**config.mk**
```make
export PLATFORM = sky130hd
export DESIGN_NAME = cfc_link
export DESIGN_NICKNAME = d
export VERILOG_FILES = /design/src/rtl/cfc_pkg.sv /design/src/rtl/cfc_sender.sv /design/src/rtl/cfc_fifo.sv /design/src/rtl/cfc_bundler.sv /design/src/rtl/cfc_credit_pipe.sv /design/src/rtl/cfc_link.sv
export SDC_FILE = /design/constraint.sdc
export NUM_CORES = 1
export LEC_CHECK = 0
export CAP_MARGIN = 20
export CORE_MARGIN = 4
export CORE_UTILIZATION = 40
export CTS_CLUSTER_DIAMETER = 120
export CTS_CLUSTER_SIZE = 28
export DETAILED_ROUTE_END_ITERATION = 16
export PLACE_DENSITY_LB_ADDON = 0.15
export SETUP_SLACK_MARGIN = 0.3
export SKIP_CTS_REPAIR_TIMING = 1
export SLEW_MARGIN = 10
export SYNTH_ARGS = -nofsm -noshare
export SYNTH_HDL_FRONTEND = slang
export SYNTH_SLANG_ARGS = --single-unit
export TNS_END_PERCENT = 100
```
**constraint.sdc**
```tcl
create_clock -name clk -period 7.2 [get_ports clk]
set_input_delay 1.44 -clock clk [delete_from_list [all_inputs] [get_ports clk]]
set_output_delay 1.44 -clock clk [all_outputs]
set_load 0.05 [all_outputs]
```
**src/rtl/cfc_pkg.sv**
```systemverilog
package cfc_pkg;

    // width of the credit count carried by one return message
    localparam int CNT_W = 4;

    typedef enum logic [1:0] {
        BND_IDLE,
        BND_GATHER,
        BND_EMIT
    } bnd_state_t;

    typedef enum logic {
        SND_RUN,
        SND_WAIT
    } snd_state_t;

    typedef struct packed {
        logic             valid;
        logic [CNT_W-1:0] cnt;
    } credit_msg_t;

endpackage

```
**src/rtl/cfc_sender.sv**
```systemverilog
module cfc_sender
    import cfc_pkg::*;
#(
    parameter int DATA_W = 8,
    parameter int DEPTH  = 8
) (
    input  logic              clk,
    input  logic              rst_n,
    input  logic              in_valid,
    output logic              in_ready,
    input  logic [DATA_W-1:0] in_data,
    input  credit_msg_t       cred_in,
    output logic              link_valid,
    output logic [DATA_W-1:0] link_data
);
    localparam int SUM_W = CNT_W + 1;
    localparam logic [CNT_W-1:0] POOL_INIT = CNT_W'(DEPTH);

    snd_state_t       state_q, state_d;
    logic [CNT_W-1:0] pool_q, pool_d;
    logic [SUM_W-1:0] arrive, avail, avail_left;
    logic             fire;

    // returned credits join the pool before the send decision
    always_comb begin
        arrive     = cred_in.valid ? SUM_W'(cred_in.cnt) : '0;
        avail      = SUM_W'(pool_q) + arrive;
        in_ready   = (state_q == SND_RUN) || (arrive != '0);
        fire       = in_valid && in_ready;
        avail_left = avail - SUM_W'(fire);
        pool_d     = avail_left[CNT_W-1:0];
        unique case (state_q)
            SND_RUN:  state_d = (avail_left == '0) ? SND_WAIT : SND_RUN;
            SND_WAIT: state_d = (avail_left == '0) ? SND_WAIT : SND_RUN;
            default:  state_d = SND_WAIT;
        endcase
    end

    // state register
    always_ff @(posedge clk or negedge rst_n) begin
        if (!rst_n) begin
            state_q <= (DEPTH == 0) ? SND_WAIT : SND_RUN;
            pool_q  <= POOL_INIT;
        end else begin
            state_q <= state_d;
            pool_q  <= pool_d;
        end
    end

    // forward link register
    always_ff @(posedge clk or negedge rst_n) begin
        if (!rst_n) begin
            link_valid <= 1'b0;
            link_data  <= '0;
        end else begin
            link_valid <= fire;
            if (fire) link_data <= in_data;
        end
    end


    pool_cap_chk: assert property (@(posedge clk) disable iff (!rst_n)
        avail <= SUM_W'(DEPTH));


    refill_ready_chk: assert property (@(posedge clk) disable iff (!rst_n)
        (cred_in.valid && cred_in.cnt != '0) |-> in_ready);


    spend_one_chk: assert property (@(posedge clk) disable iff (!rst_n)
        (fire && !cred_in.valid) |=> (SUM_W'(pool_q) == $past(avail) - 1'b1));

endmodule

```
**src/rtl/cfc_fifo.sv**
```systemverilog
module cfc_fifo #(
    parameter int DATA_W = 8,
    parameter int DEPTH  = 8
) (
    input  logic              clk,
    input  logic              rst_n,
    input  logic              push,
    input  logic [DATA_W-1:0] push_data,
    output logic              out_valid,
    input  logic              out_ready,
    output logic [DATA_W-1:0] out_data,
    output logic              freed
);
    localparam int PTR_W = (DEPTH > 1) ? $clog2(DEPTH) : 1;
    localparam int CNT_W = $clog2(DEPTH + 1);
    localparam logic [PTR_W-1:0] LAST = PTR_W'(DEPTH - 1);

    logic [DATA_W-1:0] mem [DEPTH];
    logic [PTR_W-1:0]  rd_q, wr_q;
    logic [CNT_W-1:0]  fill_q;
    logic              pop;

    always_comb begin
        out_valid = (fill_q != '0);
        out_data  = mem[rd_q];
        pop       = out_valid && out_ready;
        freed     = pop;
    end

    always_ff @(posedge clk or negedge rst_n) begin
        if (!rst_n) begin
            rd_q   <= '0;
            wr_q   <= '0;
            fill_q <= '0;
        end else begin
            if (push) wr_q <= (wr_q == LAST) ? '0 : wr_q + 1'b1;
            if (pop)  rd_q <= (rd_q == LAST) ? '0 : rd_q + 1'b1;
            fill_q <= fill_q + CNT_W'(push) - CNT_W'(pop);
        end
    end

    always_ff @(posedge clk) begin
        if (push) mem[wr_q] <= push_data;
    end


    fifo_overflow_chk: assert property (@(posedge clk) disable iff (!rst_n)
        push |-> (fill_q < CNT_W'(DEPTH) || pop));

endmodule

```
**src/rtl/cfc_bundler.sv**
```systemverilog
module cfc_bundler
    import cfc_pkg::*;
#(
    parameter int BUNDLE  = 3,
    parameter int TIMEOUT = 6
) (
    input  logic        clk,
    input  logic        rst_n,
    input  logic        freed,
    output credit_msg_t msg_out
);
    localparam int SUM_W = CNT_W + 1;
    localparam int TMR_W = $clog2(TIMEOUT + 1);
    localparam logic [TMR_W-1:0] TMR_LAST = TMR_W'(TIMEOUT - 1);

    bnd_state_t       state_q, state_d;
    logic [CNT_W-1:0] pend_q, pend_d;
    logic [CNT_W-1:0] cnt_q, cnt_d;
    logic [TMR_W-1:0] tmr_q, tmr_d;
    logic [SUM_W-1:0] sum;
    logic             timed_out, release_now;

    always_comb begin
        sum         = SUM_W'(pend_q) + SUM_W'(freed);
        timed_out   = (state_q == BND_GATHER) && (tmr_q == TMR_LAST);
        release_now = (sum != '0) && ((sum >= SUM_W'(BUNDLE)) || timed_out);
        state_d     = state_q;
        pend_d      = pend_q;
        cnt_d       = cnt_q;
        tmr_d       = tmr_q;
        unique case (state_q)
            BND_IDLE, BND_EMIT: begin
                tmr_d = '0;
                if (release_now) begin
                    state_d = BND_EMIT;
                    cnt_d   = sum[CNT_W-1:0];
                    pend_d  = '0;
                end else if (sum != '0) begin
                    state_d = BND_GATHER;
                    pend_d  = sum[CNT_W-1:0];
                end else begin
                    state_d = BND_IDLE;
                end
            end
            BND_GATHER: begin
                if (release_now) begin
                    state_d = BND_EMIT;
                    cnt_d   = sum[CNT_W-1:0];
                    pend_d  = '0;
                    tmr_d   = '0;
                end else begin
                    pend_d  = sum[CNT_W-1:0];
                    tmr_d   = tmr_q + 1'b1;
                end
            end
            default: begin
                state_d = BND_IDLE;
                pend_d  = '0;
                tmr_d   = '0;
            end
        endcase
    end

    // state register
    always_ff @(posedge clk or negedge rst_n) begin
        if (!rst_n) begin
            state_q <= BND_IDLE;
            pend_q  <= '0;
            cnt_q   <= '0;
            tmr_q   <= '0;
        end else begin
            state_q <= state_d;
            pend_q  <= pend_d;
            cnt_q   <= cnt_d;
            tmr_q   <= tmr_d;
        end
    end

    // outputs
    always_comb begin
        msg_out.valid = (state_q == BND_EMIT);
        msg_out.cnt   = (state_q == BND_EMIT) ? cnt_q : '0;
    end


    bundle_size_chk: assert property (@(posedge clk) disable iff (!rst_n)
        (state_q == BND_EMIT) |-> (cnt_q != '0 && cnt_q <= CNT_W'(BUNDLE)));


    window_bound_chk: assert property (@(posedge clk) disable iff (!rst_n)
        (state_q == BND_GATHER) |-> (tmr_q < TMR_W'(TIMEOUT) && pend_q != '0));


    threshold_emit_chk: assert property (@(posedge clk) disable iff (!rst_n)
        (state_q != BND_EMIT && sum >= SUM_W'(BUNDLE)) |=> (state_q == BND_EMIT));

endmodule

```
**src/rtl/cfc_credit_pipe.sv**
```systemverilog
module cfc_credit_pipe
    import cfc_pkg::*;
#(
    parameter int LINK_DELAY = 4
) (
    input  logic        clk,
    input  logic        rst_n,
    input  credit_msg_t msg_in,
    output credit_msg_t msg_out
);
    credit_msg_t stg_q [LINK_DELAY];

    for (genvar i = 0; i < LINK_DELAY; i++) begin : g_stage
        if (i == 0) begin : g_head
            always_ff @(posedge clk or negedge rst_n) begin
                if (!rst_n) stg_q[i] <= '0;
                else        stg_q[i] <= msg_in;
            end
        end else begin : g_body
            always_ff @(posedge clk or negedge rst_n) begin
                if (!rst_n) stg_q[i] <= '0;
                else        stg_q[i] <= stg_q[i-1];
            end
        end
    end

    assign msg_out = stg_q[LINK_DELAY-1];

endmodule

```
**src/rtl/cfc_link.sv**
```systemverilog
module cfc_link
    import cfc_pkg::*;
#(
    parameter int DATA_W     = 8,
    parameter int DEPTH      = 8,
    parameter int BUNDLE     = 3,
    parameter int TIMEOUT    = 6,
    parameter int LINK_DELAY = 4
) (
    input  logic              clk,
    input  logic              rst_n,
    input  logic              in_valid,
    output logic              in_ready,
    input  logic [DATA_W-1:0] in_data,
    output logic              out_valid,
    input  logic              out_ready,
    output logic [DATA_W-1:0] out_data
);
    credit_msg_t       ret_msg, ret_arrive;
    logic              link_valid, freed;
    logic [DATA_W-1:0] link_data;

    cfc_sender #(.DATA_W(DATA_W), .DEPTH(DEPTH)) u_sender (
        .clk        (clk),
        .rst_n      (rst_n),
        .in_valid   (in_valid),
        .in_ready   (in_ready),
        .in_data    (in_data),
        .cred_in    (ret_arrive),
        .link_valid (link_valid),
        .link_data  (link_data)
    );

    cfc_fifo #(.DATA_W(DATA_W), .DEPTH(DEPTH)) u_fifo (
        .clk       (clk),
        .rst_n     (rst_n),
        .push      (link_valid),
        .push_data (link_data),
        .out_valid (out_valid),
        .out_ready (out_ready),
        .out_data  (out_data),
        .freed     (freed)
    );

    cfc_bundler #(.BUNDLE(BUNDLE), .TIMEOUT(TIMEOUT)) u_bundler (
        .clk     (clk),
        .rst_n   (rst_n),
        .freed   (freed),
        .msg_out (ret_msg)
    );

    cfc_credit_pipe #(.LINK_DELAY(LINK_DELAY)) u_ret_pipe (
        .clk     (clk),
        .rst_n   (rst_n),
        .msg_in  (ret_msg),
        .msg_out (ret_arrive)
    );

endmodule

```
# After elaboration in Yosys (flattened, before gate mapping)
# Memory sizes are Yosys's and may differ from the RTL's.
# Index checks and enable logic that the tools add are counted.
word_totals:
  reg_bits: 57
  mem_bits_rw: 64
  input_bits: 12
  output_inout_bits: 10
  word_cells: 68
  memories: 1
memory_table:
  columns: ["name", "depth", "word_bits", "read_ports", "rd_clocked_by_memory_dff", "write_ports", "line_no", "source"]
  rows:
  - ["u_fifo.mem", 8, 8, 1, 0, 1, "cfc_fifo.sv:18", "logic [DATA_W-1:0] mem [DEPTH];"]
classes:
  n_addsub: 8
  magnitude_cmp: 1
  n_eq_ne: 7
  muxes: 17
  bitwise_logic: 1
  n_reduce_logical: 14
op_table:
  columns: ["operator", "n"]
  rows:
  - ["4-bit 2-to-1 mux", 5]
  - ["3-bit 2-to-1 mux", 4]
  - ["5-bit nonzero test", 2]
  - ["3-bit by 1-bit adder with 3-bit output (second input constant)", 3]
  - ["3-bit equality test (second input constant)", 3]
  - ["4-bit one-hot mux with 2 select lines", 1]
  - ["4-bit by 1-bit adder with 5-bit output", 1]
  - ["4-bit by 5-bit adder with 5-bit output", 1]
  - ["5-bit by 2-bit greater-or-equal comparator with 1-bit output (second input constant)", 1]
  - ["5-bit logical NOT", 1]
  - ["5-bit by 1-bit subtractor with 5-bit output", 1]
  - ["4-bit by 1-bit adder with 4-bit output", 1]
  - ["1-bit logical AND", 4]
  - ["1-bit 2-to-1 mux", 4]
  - ["2-bit 2-to-1 mux", 2]
  - ["2-bit one-hot mux with 2 select lines", 1]
  - ["4-bit nonzero test", 1]
  - ["4-bit by 1-bit subtractor with 4-bit output", 1]
  - ["3-bit by 1-bit inequality test with 1-bit output (second input constant)", 1]
  - ["3-bit OR reduction", 1]
  - ["2-bit by 1-bit equality test with 1-bit output (second input constant)", 1]
  - ["2-bit equality test (second input constant)", 1]
  - ["2-bit logical NOT", 1]
  - ["1-bit logical OR", 2]
  - ["other kinds (4)", 4]

# Depth between registers and ports, before layout
# Gate-level depths: netlist of the first run.
depth:
  depth_word: 8
  mapped_depth: 12

# Modules after synthesis
# A second synthesis of the first run with hierarchy kept.
unflattened:
  cells_unflattened: 295
  hier_area_um2: 5082.4
by_module_without_submodules:
  columns: ["module", "instances", "cells_per_inst", "area_each_um2", "seq_area_each_um2"]
  rows:
  - ["cfc_fifo", 1, 150, 3070.4, 2172.1]
  - ["cfc_sender", 1, 60, 774.5, 351.6]
  - ["cfc_bundler", 1, 60, 699.4, 325.3]
  - ["cfc_credit_pipe", 1, 25, 538.0, 500.5]

# Worst setup path after synthesis of the first run
# OpenSTA, ideal clock, no wires.
synth_timing:
  path_kind: "input port to flip-flop"
  start: "in out_ready"
  end: "reg u_bundler.cnt_q[0]"
  setup_ns: 0.125
  arrival_ns: 3.237
  path_slack_ns: 3.838
  path_stages: 8
  path_buffers: 1
  cell_sequence: "nand2_1 > inv_1 > ha_1 > ha_1 > clkbuf_1 > maj3_2 > o31ai_4 > mux2_2"
synth_between:
  elab_chain_len: 6
synth_rtl:
  columns: ["element", "line_no", "source"]
  rows:
  - ["start: declaration", "cfc_link.sv:16", "input logic out_ready,"]
  - ["1-bit logical AND *", "cfc_fifo.sv:26", "pop = out_valid && out_ready;"]
  - ["named net freed", "cfc_link.sv:20", "logic link_valid, freed;"]
  - ["4-bit by 1-bit adder with 5-bit output *", "cfc_bundler.sv:24", "sum = SUM_W'(pend_q) + SUM_W'(freed);"]
  - ["named net u_bundler.sum[1]", "cfc_bundler.sv:20", "logic [SUM_W-1:0] sum;"]
  - ["5-bit by 2-bit greater-or-equal comparator with 1-bit output", "cfc_bundler.sv:26", "release_now = (sum != '0) && ((sum >= SUM_W'(BUNDLE)) || timed_out);"]
  - ["1-bit logical OR", "cfc_bundler.sv:26", null]
  - ["1-bit logical AND *", "cfc_bundler.sv:26", null]
  - ["2-bit AND reduction (no source line) *", null, null]
  - ["end signal: assignment", "cfc_bundler.sv:74", "cnt_q <= cnt_d;"]
  - ["end: declaration", "cfc_bundler.sv:18", "logic [CNT_W-1:0] cnt_q, cnt_d;"]
# Mark *: on every way through the listed nets, which the timed path passes. The rest lies on a longest branch.
# A chain may end at the register's enable or synchronous reset.

# Final worst setup path of the first run
layout_timing:
  start: "reg u_fifo.rd_q[0]"
  end: "out out_data[3]"
layout_between:
  elab_chain_len: 1
layout_rtl:
  columns: ["element", "line_no", "source"]
  rows:
  - ["start: declaration", "cfc_fifo.sv:19", "logic [PTR_W-1:0] rd_q, wr_q;"]
  - ["start signal: assignment", "cfc_fifo.sv:37", "if (pop) rd_q <= (rd_q == LAST) ? '0 : rd_q + 1'b1;"]
  - ["memory read 8 x 8 bit", null, null]
  - ["end: declaration", "cfc_link.sv:17", "output logic [DATA_W-1:0] out_data"]
# Every way passes these cells.

==> results of run 1 <==
-- area by class of cell --
| class | count | share of cell area |
|---|---|---|
| inverters | 22 | 0.0140 |
| flip-flops and latches | 121 | 0.568 |
| multi-input cells | 141 | 0.242 |
| clock inverters | 13 | 0.0297 |
| well taps | 147 | 0.0312 |
| repair buffers | 23 | 0.0407 |
| clock buffers | 19 | 0.0751 |
-- critical path, cell delays in order (launching register included) --
cell,delay (ns)
dfrtp_1,0.67
buf_16,0.22
mux4_2,0.49
mux2_2,0.29
clkdlybuf4s50_1,0.70
-- synth_stat cells (all sizes together) (2+ instances only) --
cell	count
nor2	11
mux2	24
nand2b	5
a21o	4
buf	5
nor4b	2
xor2	4
inv	22
ha	21
xnor2	4
nand2	11
a21oi	6
mux4	16
dfrtp	56
clkbuf	3
edfxtp	64
nor2b	3
and2	8
a31o	2
fa	2
nor3	5
-- state kept, by name, indices dropped and copies added (netlist names) --
name / flops
u_sender.state_q: 1
u_fifo.fill_q: 4
u_sender.pool_q: 4
u_bundler.cnt_q: 4
u_fifo.rd_q: 3
u_fifo.mem: 64
u_fifo.wr_q: 3
u_ret_pipe.msg_out: 5
u_ret_pipe.stg_q: 15
u_sender.link_data: 8
u_bundler.pend_q: 4
u_sender.link_valid: 1
u_bundler.tmr_q: 3
u_bundler.state_q: 2
-- worst max path at each step --
stage                                          start                             end  slack, ns  cells after the start
after floorplan                            out_ready  u_bundler.cnt_q[0]$_DFFE_PN0P_       3.84                      8
after global placement    u_fifo.rd_q[0]$_DFFE_PN0P_                     out_data[1]       3.02                      3
after detailed placement                    in_valid      u_sender.state_q$_DFF_PN0_       3.06                      9
after CTS                 u_fifo.rd_q[0]$_DFFE_PN0P_                     out_data[1]       2.91                      4
after global routing      u_fifo.rd_q[0]$_DFFE_PN0P_                     out_data[5]       2.85                      4
final                     u_fifo.rd_q[0]$_DFFE_PN0P_                     out_data[3]       2.98                      4
-- cell usage in the layout, fill, tap and decap left out, types with 11 or more instances in the layout --
| cell | count |
|---|---|
| mux4_2 | 16 |
| nor2_1 | 11 |
| clkdlybuf4s50_1 | 20 |
| ha_1 | 21 |
| inv_1 | 22 |
| clkbuf_16 | 17 |
| nand2_1 | 11 |
| mux2_2 | 24 |
| edfxtp_1 | 64 |
| dfrtp_1 | 56 |
-- cell families after synthesis --
kind of cell	Yosys count	share of synthesized area
compound gates	17	0.0264
buf+inv	30	0.0253
simple gates	51	0.0548
mux	40	0.129
xor+xnor	8	0.0143
flops	121	0.685
other cells	1	0.000767
fa+ha+maj	24	0.0642
-- stage by stage --
step	hold slack [ns]	util
6_report	0.343	0.491
5_1_grt	0.348	0.491
4_1_cts	0.347	0.491
3_5_place_dp	0.335	0.440
3_3_place_gp	0.332	0.437
2_1_floorplan	0.331	-
-- power by group --
group          internal [W]  switching, W  total, W
Combinational      0.000407      0.000450  0.000857
Sequential         0.000949      0.000142   0.00109
Clock              0.000585      0.000287  0.000871
Total               0.00194      0.000879   0.00282
-- metal layers --
| metal | wire, um | track usage |
|---|---|---|
| met1 | 3860 | 0.166 |
| met2 | 3730 | 0.190 |
| met3 | 203 | 0.0411 |
| met4 | 92 | 0.0565 |
| met5 | 0 | 0 |
==> summary.md, run 1 <==
| Metric | Value |
|---|---|
| Share of cells above drive strength 1 | `0.242` |
| Largest net degree at the start of global routing | `58` |
| Synth Instances | `292` |
| First drt pass iteration count | `4` |
| DRT antenna net count | `0` |
| Core area | `12000 sq um` |
| Inserted Clock Buffers | `17` |
| Syn Area/Cell | `16.7 sq um` |
| Syn Nets | `about 330` |
| Final instance area | `~5900 sq um` |
| Crit end category | `output port` |
| Max-Cap Viols | `0` |
| Register area | `between 3000 and 4000 sq um` |
| DP Cell Count | `454` |
| Vias per cell | `4.90` |
| Setup tns final | `0 ns` |
| # IOs | `22` |
| Yosys warns | `0` |
| Clk slew on worst S/H paths | `0.05 ns` |
| Worst-case clock buffer depth | `2` |
| R2r endpoint | `u_bundler.cnt_q[2]$_DFFE_PN0P_` |
| Final Hold Violating Endpoints | `0` |
| Die extent in x | `119 um` |
| Leading area contributor after synthesis | `edfxtp_1` |
| DP HPWL | `about 4900 um` |
| Die Footprint | `between 10000 and 15000 sq um` |
| Root Buffer | `clkbuf_16` |
| Leakage | `roughly 2.4 nW` |
| Crit Reg-Reg Startpoint | `u_fifo.fill_q[2]$_DFF_PN0_` |
| Vias in the first global route | `2513` |
| Layout Cells excl Fill | `486` |
| Worst min-delay path class | `reg2reg` |
| Register area share after synthesis | `0.685` |
| Max-slew violation count | `0` |
| Ant. Diodes | `0` |
| CTS tree | `done` |
| Status | `completed` |
| Hold Crit Endpoint | `u_ret_pipe.stg_q[9]$_DFF_PN0_` |
| Ys async rst share | `0.471` |
| Rows | `40` |
| Clock sink total | `121` |
| Req. time, crit path | `about 5.8 ns` |
| Period minus WS final | `4.22 ns` |
| CP startpoint kind | `register` |
| Ranking of synthesized cells by area | `edfxtp_1 (39%), dfrtp_1 (29%), mux4_2 (7.4%)` |
| Yosys top cell area share | `0.393` |
| Htree depth | `4` |
| Post-synth EDFFs | `64` |
| CP Class | `reg2out` |
| Fmax | `0.237 GHz` |
| R2R depth | `10` |
| Cell area after synthesis | `4890 sq um` |
| Gr ovfl total | `0` |
| RSZ-0062 raised after global routing | `no` |
| Worst-Skew Late Latency | `0.41 ns` |
| Routability Congestion | `0.725` |
| Setup WS pre-CTS | `approximately 3 ns` |
| Register bit total from synthesis | `121` |
| Total track usage | `0.126` |
| Final #Nets | `361` |
| Drt wl/cell | `16.2 um` |
| Power Total | `0.00282 W` |
| Critical path fanouts, max | `13` |
| Combined area of the multi-input logic cells | `1430 sq um` |
| Setup ws final | `2.98 ns` |
| Final period util | `0.586` |
| # setup viols final | `0` |
| Cell Area, Placed | `5280 sq um` |
| Slew Limit Headroom | `0.352` |
| Routed Wire Length | `around 7900 um` |
| DRC viols | `0` |
| Vias | `2380` |
| 1st-iter DRT viols | `109` |
| Critical Path AT | `2.78 ns` |
| Setup slack, reg-to-reg | `4.04 ns` |
| First-pass GRT wire length | `approximately 13000 um` |
| Worst-Margin Slew | `0.968 ns` |
| Fillers | `1047` |
| Initial antenna violation count | `0` |
| Die height | `between 100 and 150 um` |
| Initial Utilization | `0.407` |
| IO buf count | `21` |
| Power Dens Cells | `roughly 480 nW/um^2` |
| Worst hold path startpoint | `u_ret_pipe.stg_q[14]$_DFF_PN0_` |
| Synth-to-Final Area Change | `20.7%` |
| Netlist cell types | `37` |
| Worst vdd ir | `between 0.15 and 0.2 mV` |
| Ys flop type | `edfxtp_1` |
| WHS Path Cells | `0` |
| Fin Clk Skew | `0.00983 ns` |
No activity file was read; power rests on OpenSTA's default activity.
==> inputs of run 2 (changes only) <==
==> constraint.sdc (replaced) <==
create_clock -name clk -period 4.3 [get_ports clk]
set_input_delay 0.86 -clock clk [delete_from_list [all_inputs] [get_ports clk]]
set_output_delay 0.86 -clock clk [all_outputs]
set_load 0.05 [all_outputs]
==> run 2 against run 1 <==
  * Core utilization grew 0.12 points
  * Global-route usage increased by 0.31 points
  * Non-clock buffer count grew 1
  * Critical endpoint unchanged
  * Largest cell class unchanged
==> summary.md, run 2 (synthesis gave the netlist of run 1 again) <==
| Metric | Value |
|---|---|
| Most common cell after layout, fill and taps aside | `edfxtp_1` |
| Routed Wire Length | `8110 um (+2.8%)` |
| Share of cells above drive strength 1 | `0.241 (-0.000711)` |
| Clk slew on worst S/H paths | `0.05 ns (about the same)` |
| Final instance area | `5910 sq um (+0.25%)` |
| Req. time, crit path | `3.44 ns (-2.32 ns)` |
| Critical Path AT | `2.82 ns (+0.04 ns)` |
| Period minus WS final | `3.68 ns` |
| Final #Nets | `362 (+0.28%)` |
| Clock power share | `0.315 (+0.006)` |
| # IOs | `22 (unchanged)` |
| WHS | `0.345 ns (+0.00218 ns)` |
| 1st-iter DRT viols | `55 (-50%)` |
| Rows | `40 (unchanged)` |
| DRC viols | `0 (unchanged)` |
| Power Total | `0.00477 W (+69%)` |
| Final period util | `0.856` |
| Worst hold path startpoint | `u_ret_pipe.stg_q[5]$_DFF_PN0_` |
| RSZ-0062 raised after global routing | `no` |
| Setup tns final | `0 ns (unchanged)` |
| Slew Limit Headroom | `0.315 (-0.0375)` |
| Fin Clk Skew | `0.00821 ns (-0.00162 ns)` |
| Vias per cell | `4.97 (+1.5%)` |
| DRT antenna net count | `0 (unchanged)` |
| Layout Cells excl Fill | `487 (+0.21%)` |
| Vias in the first global route | `2554 (+1.6%)` |
| Crit end category | `output port` |
| CTS tree | `done` |
| Switching Fraction | `0.310 (-0.00125)` |
| Fillers | `1040 (-0.67%)` |
| DP HPWL | `5080 um (+4.5%)` |
| Synth-to-Final Area Change | `21.0%` |
| Comb power frac | `0.301 (-0.003)` |
| Most frequent cells in the layout | `edfxtp_1 (64), dfrtp_1 (56), mux2_2 (24), inv_1 (22), ha_1 (21)` |
| Worst-Skew Late Latency | `0.40 ns (about the same)` |
| Max reg flops | `64 (unchanged)` |
| Worst-Margin Slew | `1.02 ns (+0.0561 ns)` |
| IO buf count | `21 (unchanged)` |
| Ant. Diodes | `0 (unchanged)` |
| Regs by FF count | `u_fifo.mem: 64 flops, u_ret_pipe.stg_q: 15 flops, u_sender.link_data: 8 flops` |
| Critical Path Source | `u_fifo.rd_q[0]$_DFFE_PN0P_` |
| Combined area of the multi-input logic cells | `1430 sq um (unchanged)` |
| Die height | `119 um (unchanged)` |
| DP Cell Count | `455 (+0.22%)` |
| Initial antenna violation count | `0 (unchanged)` |
| WHS Path Cells | `0 (unchanged)` |
| Max-slew violation count | `0 (unchanged)` |
| First drt pass iteration count | `4 (unchanged)` |
| Cell Area, Placed | `5280 sq um (unchanged)` |
| Largest net degree at the start of global routing | `34 (-41%)` |
| Root Buffer | `clkbuf_16` |
| CP Class | `reg2out` |
| Register area | `3350 sq um (unchanged)` |
| Final Hold Violating Endpoints | `0 (unchanged)` |
| Worst vdd ir | `0.300 mV (+87%)` |
| R2R depth | `10 (unchanged)` |
| Worst-case clock buffer depth | `2 (unchanged)` |
| Power Dens Cells | `807 nW/um^2 (+69%)` |
| Fmax | `around 0.27 GHz` |
| Vias | `2420 (+1.7%)` |
| P_sw | `0.00148 W (+69%)` |
| Initial Utilization | `0.407 (unchanged)` |
| Routability Congestion | `0.779 (+7.4%)` |
| Sequential share of power | `0.385 (-0.002)` |
| Biggest register | `u_fifo.mem` |
| Max-Cap Viols | `0 (unchanged)` |
| Gr ovfl total | `0 (unchanged)` |
| Worst min-delay path class | `reg2reg` |
| Crit Reg-Reg Startpoint | `u_fifo.fill_q[2]$_DFF_PN0_` |
| Drt wl/cell | `16.6 um (+2.6%)` |
| # setup viols final | `0 (unchanged)` |
| Critical path fanouts, max | `10 (-3)` |
| CP startpoint kind | `register` |
| Status | `completed` |
| Die Footprint | `14100 sq um (unchanged)` |
| Inserted Clock Buffers | `17 (unchanged)` |
| Internal power | `0.00329 W (+69%)` |
| Leakage | `2.38 nW (+0.24%)` |
| Core area | `12000 sq um (unchanged)` |
| Clock sink total | `121 (unchanged)` |
| First-pass GRT wire length | `13500 um (+2.1%)` |
| Total track usage | `0.129 (+0.00312)` |
| Die extent in x | `119 um (unchanged)` |
| Htree depth | `4 (unchanged)` |
-- run 2: cell types whose count changed in the layout (fill, tap and decap cells not counted), sizes merged --
| cell | delta |
|---|---|
| inv | -1 |
| buf | +1 |
| clkbuf | -1 |
| clkinv | +1 |
| bufinv | +1 |
-- run 2: worst max-delay path: stages (launching register included) --
cell             delay (ns)
dfrtp_1                0.70
buf_12                 0.23
mux4_2                 0.49
mux2_2                 0.29
clkdlybuf4s50_1        0.71
-- run 2: final cells by class --
class / instances / area share
multi-input combinational: 141 / 0.241
sequential: 121 / 0.566
clock inverter: 14 / 0.0345
tap: 147 / 0.0311
clock buffer: 18 / 0.0726
timing repair buffer: 24 / 0.0406
inverter: 22 / 0.0140
-- run 2: stage by stage --
step | worst slack, ns | util
floorplan | 1.15 | -
global placement | 0.999 | 0.440
detailed placement | 0.952 | 0.440
CTS | 0.557 | 0.492
global route | 0.465 | 0.492
finish | 0.618 | 0.492
-- run 2: per-layer routing --
metal / up-vias / wire [um] / global-route usage
li1: 1141 / - / -
met1: 1237 / 3790 / 0.169
met2: 30 / 3940 / 0.196
met3: 12 / 235 / 0.0402
met4: 0 / 140 / 0.0594
met5: - / 0 / 0
-- run 2: worst paths after layout --
check / endpoint / slack, ns
min in group asynchronous: u_bundler.tmr_q[0]$_DFF_PN0_ / 0.54
hold reg to reg: u_ret_pipe.msg_out[0]$_DFF_PN0_ / 0.34
setup / recovery: out_data[3] / 0.62
setup reg to reg: u_bundler.cnt_q[2]$_DFFE_PN0P_ / 1.19
hold / removal: u_ret_pipe.msg_out[0]$_DFF_PN0_ / 0.34
max in group asynchronous: u_sender.pool_q[3]$_DFF_PN1_ / 2.88
-- run 2: power groups by stage --
stage | Combinational [W] | Clock (W) | Sequential, W
floorplan | 0.00118 | 0 | 0.00172
global placement | 0.00144 | 0 | 0.00185
detailed placement | 0.00146 | 0 | 0.00187
CTS | 0.00147 | 0.00153 | 0.00185
global route | 0.00158 | 0.00159 | 0.00189
finish | 0.00143 | 0.00150 | 0.00184
